**src/rtl/uart_csr_pkg.sv**
```systemverilog
package uart_csr_pkg;
    localparam int unsigned IRQ_N = 4;

    localparam int unsigned IRQ_TXWM  = 0;
    localparam int unsigned IRQ_RXWM  = 1;
    localparam int unsigned IRQ_TXMT  = 2;
    localparam int unsigned IRQ_RXOVF = 3;

    localparam int unsigned REG_PEND  = 0;
    localparam int unsigned REG_MASK  = 1;
    localparam int unsigned REG_FORCE = 2;
    localparam int unsigned REG_CFG   = 3;
    localparam int unsigned REG_STAT  = 4;
    localparam int unsigned REG_RXD   = 5;
    localparam int unsigned REG_TXD   = 6;
    localparam int unsigned REG_QCFG  = 7;
    localparam int unsigned REG_QSTAT = 8;
    localparam int unsigned REG_OVR   = 9;
    localparam int unsigned REG_LINE  = 10;
    localparam int unsigned REG_TMO   = 11;

    localparam int unsigned CFG_TX_EN    = 0;
    localparam int unsigned CFG_RX_EN    = 1;
    localparam int unsigned QCFG_TX_CLR  = 1;
    localparam int unsigned QCFG_RX_THR  = 2;
    localparam int unsigned QCFG_TX_THR  = 8;
endpackage

```
**src/rtl/uart_txq.sv**
```systemverilog
module uart_txq #(
    parameter int unsigned DEPTH  = 32,
    parameter int unsigned DATA_W = 8,
    localparam int unsigned LVL_W = $clog2(DEPTH + 1)
) (
    input  logic              clk_i,
    input  logic              rst_ni,
    input  logic              push_i,
    input  logic [DATA_W-1:0] push_data_i,
    input  logic              pop_i,
    input  logic              clear_i,
    input  logic [LVL_W-1:0]  thr_i,
    output logic [LVL_W-1:0]  level_o,
    output logic [DATA_W-1:0] head_o,
    output logic              wm_set_o,
    output logic              wm_clr_o,
    output logic              empty_evt_o
);
    localparam int unsigned PTR_W = (DEPTH > 1) ? $clog2(DEPTH) : 1;

    typedef struct packed {
        logic [PTR_W-1:0] wptr;
        logic [PTR_W-1:0] rptr;
        logic [LVL_W-1:0] level;
    } txq_st_t;

    txq_st_t st_d, st_q;
    logic [DATA_W-1:0] mem_q [DEPTH];
    logic push_ok, pop_ok;

    function automatic logic [PTR_W-1:0] ptr_inc(input logic [PTR_W-1:0] p);
        return (p == PTR_W'(DEPTH - 1)) ? '0 : p + 1'b1;
    endfunction

    always_comb begin
        st_d    = st_q;
        push_ok = push_i && !clear_i && (st_q.level != LVL_W'(DEPTH));
        pop_ok  = pop_i && !clear_i && (st_q.level != '0);
        if (clear_i) begin
            st_d = '0;
        end else begin
            if (push_ok) st_d.wptr = ptr_inc(st_q.wptr);
            if (pop_ok)  st_d.rptr = ptr_inc(st_q.rptr);
            st_d.level = st_q.level + LVL_W'(push_ok) - LVL_W'(pop_ok);
        end
        wm_set_o    = push_ok && (st_d.level >= thr_i);
        wm_clr_o    = (clear_i || pop_ok) && (st_d.level < thr_i);
        empty_evt_o = (clear_i || pop_ok) && (st_q.level != '0) && (st_d.level == '0);
    end

    always_ff @(posedge clk_i or negedge rst_ni) begin
        if (!rst_ni) st_q <= '0;
        else         st_q <= st_d;
    end

    always_ff @(posedge clk_i) begin
        if (push_ok) mem_q[st_q.wptr] <= push_data_i;
    end

    assign level_o = st_q.level;
    assign head_o  = mem_q[st_q.rptr];

    assert_level_bound_R5: assert property (@(posedge clk_i) disable iff (!rst_ni)
        level_o <= LVL_W'(DEPTH));
    assert_full_push_dropped_R5: assert property (@(posedge clk_i) disable iff (!rst_ni)
        (push_i && !pop_i && !clear_i && level_o == LVL_W'(DEPTH)) |=> level_o == LVL_W'(DEPTH));
    assert_clear_zeroes_R8: assert property (@(posedge clk_i) disable iff (!rst_ni)
        clear_i |=> level_o == '0);
endmodule

```
**src/rtl/uart_rx_hold.sv**
```systemverilog
module uart_rx_hold #(
    parameter int unsigned DATA_W = 8,
    parameter int unsigned THR_W  = 3
) (
    input  logic              clk_i,
    input  logic              rst_ni,
    input  logic              accept_i,
    input  logic [DATA_W-1:0] byte_i,
    input  logic              read_i,
    input  logic [THR_W-1:0]  thr_i,
    output logic [DATA_W-1:0] data_o,
    output logic              idle_o,
    output logic              empty_o,
    output logic              wm_evt_o,
    output logic              ovf_evt_o
);
    typedef struct packed {
        logic [DATA_W-1:0] data;
        logic              idle;
        logic              empty;
    } rx_st_t;

    rx_st_t st_d, st_q;

    always_comb begin
        st_d = st_q;
        if (accept_i) begin
            st_d.data  = byte_i;
            st_d.idle  = 1'b0;
            st_d.empty = 1'b0;
        end else if (read_i) begin
            st_d.idle  = 1'b1;
            st_d.empty = 1'b1;
        end
        wm_evt_o  = accept_i && (THR_W'(1) > thr_i);
        ovf_evt_o = accept_i && !st_q.empty;
    end

    always_ff @(posedge clk_i or negedge rst_ni) begin
        if (!rst_ni) st_q <= '{data: '0, idle: 1'b1, empty: 1'b1};
        else         st_q <= st_d;
    end

    assign data_o  = st_q.data;
    assign idle_o  = st_q.idle;
    assign empty_o = st_q.empty;

    assert_byte_held_R9: assert property (@(posedge clk_i) disable iff (!rst_ni)
        accept_i |=> (!empty_o && !idle_o && data_o == $past(byte_i)));
    assert_read_empties_R9: assert property (@(posedge clk_i) disable iff (!rst_ni)
        (read_i && !accept_i) |=> (empty_o && idle_o));
endmodule

```
**src/rtl/uart_irq_bank.sv**
```systemverilog
module uart_irq_bank #(
    parameter int unsigned N = 4
) (
    input  logic         clk_i,
    input  logic         rst_ni,
    input  logic [N-1:0] w1c_i,
    input  logic [N-1:0] force_i,
    input  logic [N-1:0] hw_set_i,
    input  logic [N-1:0] hw_clr_i,
    input  logic [N-1:0] enable_i,
    output logic [N-1:0] state_o,
    output logic [N-1:0] irq_o
);
    logic [N-1:0] state_d, state_q;

    always_comb begin
        state_d = (state_q & ~w1c_i & ~hw_clr_i) | force_i | hw_set_i;
    end

    always_ff @(posedge clk_i or negedge rst_ni) begin
        if (!rst_ni) state_q <= '0;
        else         state_q <= state_d;
    end

    assign state_o = state_q;
    assign irq_o   = state_q & enable_i;

    for (genvar k = 0; k < N; k++) begin : g_chk
        assert_force_sets_R3: assert property (@(posedge clk_i) disable iff (!rst_ni)
            force_i[k] |=> state_o[k]);
        assert_w1c_clears_R3: assert property (@(posedge clk_i) disable iff (!rst_ni)
            (w1c_i[k] && !force_i[k] && !hw_set_i[k]) |=> !state_o[k]);
    end
endmodule

```
**src/rtl/uart_csr_ctrl.sv**
```systemverilog
module uart_csr_ctrl
    import uart_csr_pkg::*;
#(
    parameter int unsigned ADDR_W    = 6,
    parameter int unsigned TXQ_DEPTH = 32,
    parameter int unsigned RX_THR_W  = 3
) (
    input  logic              clk_i,
    input  logic              rst_ni,
    input  logic              req_i,
    input  logic              we_i,
    input  logic [ADDR_W-1:0] addr_i,
    input  logic [31:0]       wdata_i,
    output logic [31:0]       rdata_o,
    input  logic              tx_pop_i,
    output logic              tx_valid_o,
    output logic [7:0]        tx_data_o,
    input  logic              rx_valid_i,
    input  logic [7:0]        rx_data_i,
    output logic              irq_tx_wm_o,
    output logic              irq_rx_wm_o,
    output logic              irq_tx_empty_o,
    output logic              irq_rx_ovf_o
);
    localparam int unsigned LVL_W = $clog2(TXQ_DEPTH + 1);
    localparam int unsigned IDX_W = ADDR_W - 2;

    typedef struct packed {
        logic [IRQ_N-1:0]    irq_en;
        logic [31:0]         cfg;
        logic [RX_THR_W-1:0] rx_thr;
        logic [LVL_W-1:0]    tx_thr;
        logic [31:0]         ovr;
        logic [31:0]         tmo;
    } csr_t;

    csr_t csr_d, csr_q;

    logic [IDX_W-1:0] idx;
    logic             wr, rd;
    logic             unused_addr;
    logic             push, tx_clear, pop, rx_accept, rx_read;
    logic [LVL_W-1:0] level;
    logic             wm_set, wm_clr, empty_evt;
    logic [7:0]       rx_byte;
    logic             rx_idle, rx_empty, rx_wm_evt, rx_ovf_evt;
    logic [IRQ_N-1:0] w1c, force_bits, hw_set, hw_clr, irq_state, irq_vec;
    logic [3:0]       stat;

    assign idx         = addr_i[ADDR_W-1:2];
    assign unused_addr = ^addr_i[1:0];
    assign wr          = req_i && we_i;
    assign rd          = req_i && !we_i;

    always_comb begin
        csr_d = csr_q;
        if (wr) begin
            case (idx)
                IDX_W'(REG_MASK): csr_d.irq_en = wdata_i[IRQ_N-1:0];
                IDX_W'(REG_CFG):  csr_d.cfg    = wdata_i;
                IDX_W'(REG_QCFG): begin
                    csr_d.rx_thr = wdata_i[QCFG_RX_THR +: RX_THR_W];
                    csr_d.tx_thr = wdata_i[QCFG_TX_THR +: LVL_W];
                end
                IDX_W'(REG_OVR):  csr_d.ovr = wdata_i;
                IDX_W'(REG_TMO):  csr_d.tmo = wdata_i;
                default: ;
            endcase
        end
    end

    always_ff @(posedge clk_i or negedge rst_ni) begin
        if (!rst_ni) csr_q <= '0;
        else         csr_q <= csr_d;
    end

    assign push       = wr && (idx == IDX_W'(REG_TXD));
    assign tx_clear   = wr && (idx == IDX_W'(REG_QCFG)) && wdata_i[QCFG_TX_CLR];
    assign pop        = tx_pop_i && csr_q.cfg[CFG_TX_EN];
    assign rx_accept  = rx_valid_i && csr_q.cfg[CFG_RX_EN];
    assign rx_read    = rd && (idx == IDX_W'(REG_RXD)) && csr_q.cfg[CFG_RX_EN];
    assign tx_valid_o = csr_q.cfg[CFG_TX_EN] && (level != '0);

    uart_txq #(.DEPTH(TXQ_DEPTH), .DATA_W(8)) u_txq (
        .clk_i       (clk_i),
        .rst_ni      (rst_ni),
        .push_i      (push),
        .push_data_i (wdata_i[7:0]),
        .pop_i       (pop),
        .clear_i     (tx_clear),
        .thr_i       (csr_q.tx_thr),
        .level_o     (level),
        .head_o      (tx_data_o),
        .wm_set_o    (wm_set),
        .wm_clr_o    (wm_clr),
        .empty_evt_o (empty_evt)
    );

    uart_rx_hold #(.DATA_W(8), .THR_W(RX_THR_W)) u_rx (
        .clk_i     (clk_i),
        .rst_ni    (rst_ni),
        .accept_i  (rx_accept),
        .byte_i    (rx_data_i),
        .read_i    (rx_read),
        .thr_i     (csr_q.rx_thr),
        .data_o    (rx_byte),
        .idle_o    (rx_idle),
        .empty_o   (rx_empty),
        .wm_evt_o  (rx_wm_evt),
        .ovf_evt_o (rx_ovf_evt)
    );

    always_comb begin
        w1c        = (wr && idx == IDX_W'(REG_PEND))  ? wdata_i[IRQ_N-1:0] : '0;
        force_bits = (wr && idx == IDX_W'(REG_FORCE)) ? wdata_i[IRQ_N-1:0] : '0;
        hw_set            = '0;
        hw_set[IRQ_TXWM]  = wm_set;
        hw_set[IRQ_RXWM]  = rx_wm_evt;
        hw_set[IRQ_TXMT]  = empty_evt;
        hw_set[IRQ_RXOVF] = rx_ovf_evt;
        hw_clr            = '0;
        hw_clr[IRQ_TXWM]  = wm_clr;
    end

    uart_irq_bank #(.N(IRQ_N)) u_irq (
        .clk_i    (clk_i),
        .rst_ni   (rst_ni),
        .w1c_i    (w1c),
        .force_i  (force_bits),
        .hw_set_i (hw_set),
        .hw_clr_i (hw_clr),
        .enable_i (csr_q.irq_en),
        .state_o  (irq_state),
        .irq_o    (irq_vec)
    );

    assign irq_tx_wm_o    = irq_vec[IRQ_TXWM];
    assign irq_rx_wm_o    = irq_vec[IRQ_RXWM];
    assign irq_tx_empty_o = irq_vec[IRQ_TXMT];
    assign irq_rx_ovf_o   = irq_vec[IRQ_RXOVF];

    assign stat = {rx_empty, rx_idle, (level == '0), (level == LVL_W'(TXQ_DEPTH))};

    always_comb begin
        rdata_o = '0;
        if (rd) begin
            case (idx)
                IDX_W'(REG_PEND):  rdata_o = 32'(irq_state);
                IDX_W'(REG_MASK):  rdata_o = 32'(csr_q.irq_en);
                IDX_W'(REG_CFG):   rdata_o = csr_q.cfg;
                IDX_W'(REG_STAT):  rdata_o = 32'(stat);
                IDX_W'(REG_RXD):   rdata_o = 32'(rx_byte);
                IDX_W'(REG_QCFG):  rdata_o = (32'(csr_q.tx_thr) << QCFG_TX_THR)
                                           | (32'(csr_q.rx_thr) << QCFG_RX_THR);
                IDX_W'(REG_QSTAT): rdata_o = 32'(level);
                IDX_W'(REG_OVR):   rdata_o = csr_q.ovr;
                IDX_W'(REG_TMO):   rdata_o = csr_q.tmo;
                default:           rdata_o = '0;
            endcase
        end
    end

    assert_unmapped_inert_R1: assert property (@(posedge clk_i) disable iff (!rst_ni)
        (wr && idx > IDX_W'(REG_TMO)) |=> $stable(csr_q));
    assert_masked_line_low_R2: assert property (@(posedge clk_i) disable iff (!rst_ni)
        (csr_q.irq_en == '0) |-> (irq_vec == '0));
endmodule

```
**config.mk**
```make
export PLATFORM = sky130hd
export DESIGN_NAME = uart_csr_ctrl
export DESIGN_NICKNAME = d
export VERILOG_FILES = /design/src/rtl/uart_csr_pkg.sv /design/src/rtl/uart_txq.sv /design/src/rtl/uart_rx_hold.sv /design/src/rtl/uart_irq_bank.sv /design/src/rtl/uart_csr_ctrl.sv
export SDC_FILE = /design/constraint.sdc
export NUM_CORES = 1
export LEC_CHECK = 0
export BUFFER_PORTS_ARGS = -buffer_cell sky130_fd_sc_hd__buf_2
export CORE_ASPECT_RATIO = 0.5
export CORE_MARGIN = 2
export CORE_UTILIZATION = 55
export DETAILED_ROUTE_END_ITERATION = 7
export PLACE_DENSITY = 0.73
export SYNTH_ARGS = -nofsm -noshare
export SYNTH_HDL_FRONTEND = slang
export SYNTH_SLANG_ARGS = --single-unit
```
**constraint.sdc**
```tcl
create_clock -name clk_i -period 4.7 [get_ports clk_i]
set_clock_uncertainty 0.1 [all_clocks]
set_input_delay 0.235 -clock clk_i [delete_from_list [all_inputs] [get_ports clk_i]]
set_output_delay 0.235 -clock clk_i [all_outputs]
set_load 0.05 [all_outputs]
```
==> impl_metrics.py <==
metrics = {
    "detailed_routing": {
        "post_drt_wl_per_cell_um": 23.9,
        "drtPass1Iterations": 8,
        "num_vias": 9444,
        "routed_wl_mm": 36.7,
        "drt_iter0_drc": 993,
        "drc": 2,
        "drt.antenna.violating_nets": 0,
        "via_per_inst": 6.14,
    },
    "hold_path": {
        "hold_depth": 4,
        "hp-class": "in2reg",
    },
    "critical_path": {
        "crit_required_ps": 5020,
        "critPathKind": "reg2reg",
        "worstRegToRegCells": 17,
        "worstPathArrival_ps": 4510,
        "cp-end-kind": "register",
        "crit_path_max_fanout": 8,
        "start_kind": "register",
    },
    "placement": {
        "port_buffers": 94,
        "gp_congestion": 0.906,
        "dp.final_hpwl_mm": 22.5,
        "dp_cells": 1437,
    },
    "sta": {
        "rsz0062_at_grt": "no",
        "hold_violations": 0,
        "post-route-min-period_ps": 4190,
        "fin_crit_sh_pct": 89.2,
        "setup_tns_ps": 0,
        "setup_viol": 0,
        "fmax_mhz": 239,
        "slew_violations": 0,
        "worst_slew_pin_slew_ps": 994,
        "slew-limit-headroom_pct": 33.7,
    },
    "floorplanning": {
        "row_count": 44,
        "die_w_um": 250,
        "die_area_um2": 31700,
        "io_pins": 97,
        "start_util_pct": 56.6,
        "coreArea_um2": 29400,
        "fp.dieH_um": 127,
    },
    "finish": {
        "finalNonFillerCells": 1538,
        "layout-drive-gt1-share_pct": 31.4,
        "layout_commonest_cell": "edfxtp_1",
        "area_delta_synth_final_pct": 13.9,
        "layout_common_cells": "256 x edfxtp_1, 135 x dfrtp_1, 105 x mux2_2",
        "layout.nets": 1193,
        "fillCellCount": 2059,
    },
    "clock_tree": {
        "clock_tree.buffer_depth": 3,
        "cts_resized": 0,
        "cts_sinks": 394,
        "clock_latency_ps": 540,
        "ctsHoldBuffers": 34,
        "clkTransAtPathRegs_ps": 70,
        "cts_root_buffer": "clkbuf_16",
        "cts_tree": "done",
        "post_cts_buffers": 0,
        "cts_max_level": 2,
        "cts_buffers": 36,
    },
    "grt": {
        "globalRouteOverflowTotal": 0,
        "grt_usage_pct": 23.8,
        "use_met1_pct": 33.7,
        "grt_use_met2_pct": 37.6,
        "first_global_vias": 9663,
        "antenna_found_initial": 2,
        "grt_pass1_wl_mm": 56.9,
        "top_usage_layer": "met2",
        "grt_max_degree": 94,
        "met3_usage_pct": 5.42,
    },
    "pwr": {
        "p_comb_share_pct": 25.3,
        "total_leakage_power_nw": 6.98,
        "finalPower_w": 0.00950,
        "power_density_nw_per_um2": 501,
        "ir_worst_vdd_mv": 0.280,
        "seqPwrFrac_pct": 45.5,
        "power.share.clock_pct": 29.1,
        "swShare_pct": 30.1,
        "p_sw_w": 0.00286,
        "internal-power_w": 0.00664,
    },
    "yosys": {
        "synth_ff_type": "edfxtp_1",
        "synth_seq_cells": 394,
        "synth_fp_nets": 1065,
        "synth.area.top_cells": "edfxtp_1 46%, dfrtp_1 21%, mux4_2 11%",
        "synth.distinct_cells": 56,
        "yosys.area.top_type": "edfxtp_1",
        "yosysWarnings": 0,
        "seq_area_frac_synth_pct": 67.0,
        "async_flop_share_pct": 35.0,
        "netlist_instances": 990,
        "synth-edff-count": 256,
        "syn_area_um2": 16600,
        "netlist.area_leader.share_pct": 46.2,
        "avgSynthCellArea_um2": 16.8,
    },
    "job": {
        "cap_violations": 0,
    },
    "status": {
        "status": "complete, but fails checks",
        "violations": "DRC",
    },
}
## synth_stat cells (3+ instances only)
cell      number
nand2b_1       7
nor2b_1        3
clkbuf_1      34
nor3_1         8
and2_1         6
and3_1         4
a222oi_1      18
mux4_2        80
buf_6          3
buf_1          5
a22oi_1       20
nor3b_1        4
mux2_2       105
buf_2         16
o21ai_0       17
mux2i_1        7
nand3b_1       5
edfxtp_1     256
nor4_1         3
mux2_1        18
a21oi_1       25
nand3_1       13
nor2_1        73
ha_1          22
inv_1         18
or4_1          5
dfrtp_1      137
a31oi_1        9
a221oi_1       3
nand2_1       35
## power groups by stage
| stage | clock network, W | logic [W] | registers, W |
|---|---|---|---|
| finish | 0.00277 | 0.00240 | 0.00433 |
| global route | 0.00297 | 0.00259 | 0.00439 |
| CTS | 0.00282 | 0.00241 | 0.00434 |
| detailed placement | 0 | 0.00237 | 0.00441 |
| global placement | 0 | 0.00231 | 0.00439 |
| floorplan | 0 | 0.00192 | 0.00416 |
## sequential cells by signal, summed over array words and instances (netlist names)
register,count
csr_q,109
u_rx.data_o,8
u_rx.empty_o,1
u_txq.mem_q,256
u_txq.level_o,6
u_irq.state_o,4
u_txq.st_q,10
## stage by stage
step / util (%) / worst slack [ps] / hold WS [ps] / instance area, µm²
2_1_floorplan: - / 453 / -161 / 16600
3_3_place_gp: 59.6 / 573 / 244 / 17500
3_5_place_dp: 59.6 / 538 / 262 / 17500
4_1_cts: 64.5 / 530 / 34.5 / 19000
5_1_grt: 64.5 / 234 / 60.3 / 19000
6_report: 64.5 / 509 / 74.2 / 19000
## cell families (layout without fill, tap and decap cells)
group	count (synthesis)	in the layout	share of synthesized area (%)
AO/OA/AOI/OAI	108	108	4.52
XOR/XNOR	3	3	0.158
adder cells (fa/ha/maj)	23	23	1.77
buffers and inverters	77	232	1.99
flip-flops	394	394	67.0
multiplexers	210	210	19.6
other	0	2	0
AND/OR/NAND/NOR	175	175	5.03
## worst max-delay path, cell delays in order (launching register included)
cell and delay, ps:
dfrtp_1 380, inv_1 80, ha_1 210, nor4bb_1 150, or4_1 640, inv_2 210, ha_1 190, inv_1 60
fa_1 410, nand2b_1 160, a21oi_1 150, xnor2_1 160, nor2_1 100, ha_1 320, a21o_1 190, a21oi_1 180
o21ai_0 110, a211o_1 290
## final timing paths
check	from	to	slack (ps)
worst min register to register	csr_q[70]$_DFFE_PN0N_	u_irq.state_o[1]$_DFF_PN0_	380
worst max-delay path	u_txq.level_o[2]$_DFF_PN0_	u_irq.state_o[0]$_DFF_PN0_	510
worst min-delay path	we_i	u_rx.empty_o$_DFFE_PN1P_	70
min in group asynchronous	rst_ni	csr_q[50]$_DFFE_PN0P_	240
max in group asynchronous	rst_ni	u_txq.st_q[6]$_DFFE_PN0P_	3130
worst max register to register	u_txq.level_o[2]$_DFF_PN0_	u_irq.state_o[0]$_DFF_PN0_	510
## layout make-up
| class | count | area [µm²] | share of cell area (%) |
|---|---|---|---|
| diodes | 2 | 5.00 | 0.0264 |
| flip-flops and latches | 394 | 11100 | 58.8 |
| clock buffers | 52 | 981 | 5.17 |
| inverters | 19 | 71.3 | 0.376 |
| well taps | 391 | 489 | 2.58 |
| multi-input cells | 519 | 5190 | 27.4 |
| clock inverters | 13 | 106 | 0.561 |
| repair buffers | 148 | 967 | 5.10 |
## layer usage
layer	vias to the layer above	wire length, µm
li1	4143	-
met1	4799	15300
met2	435	17200
met3	67	3330
met4	0	863
met5	-	0
Power figures use the tool's default switching activity.
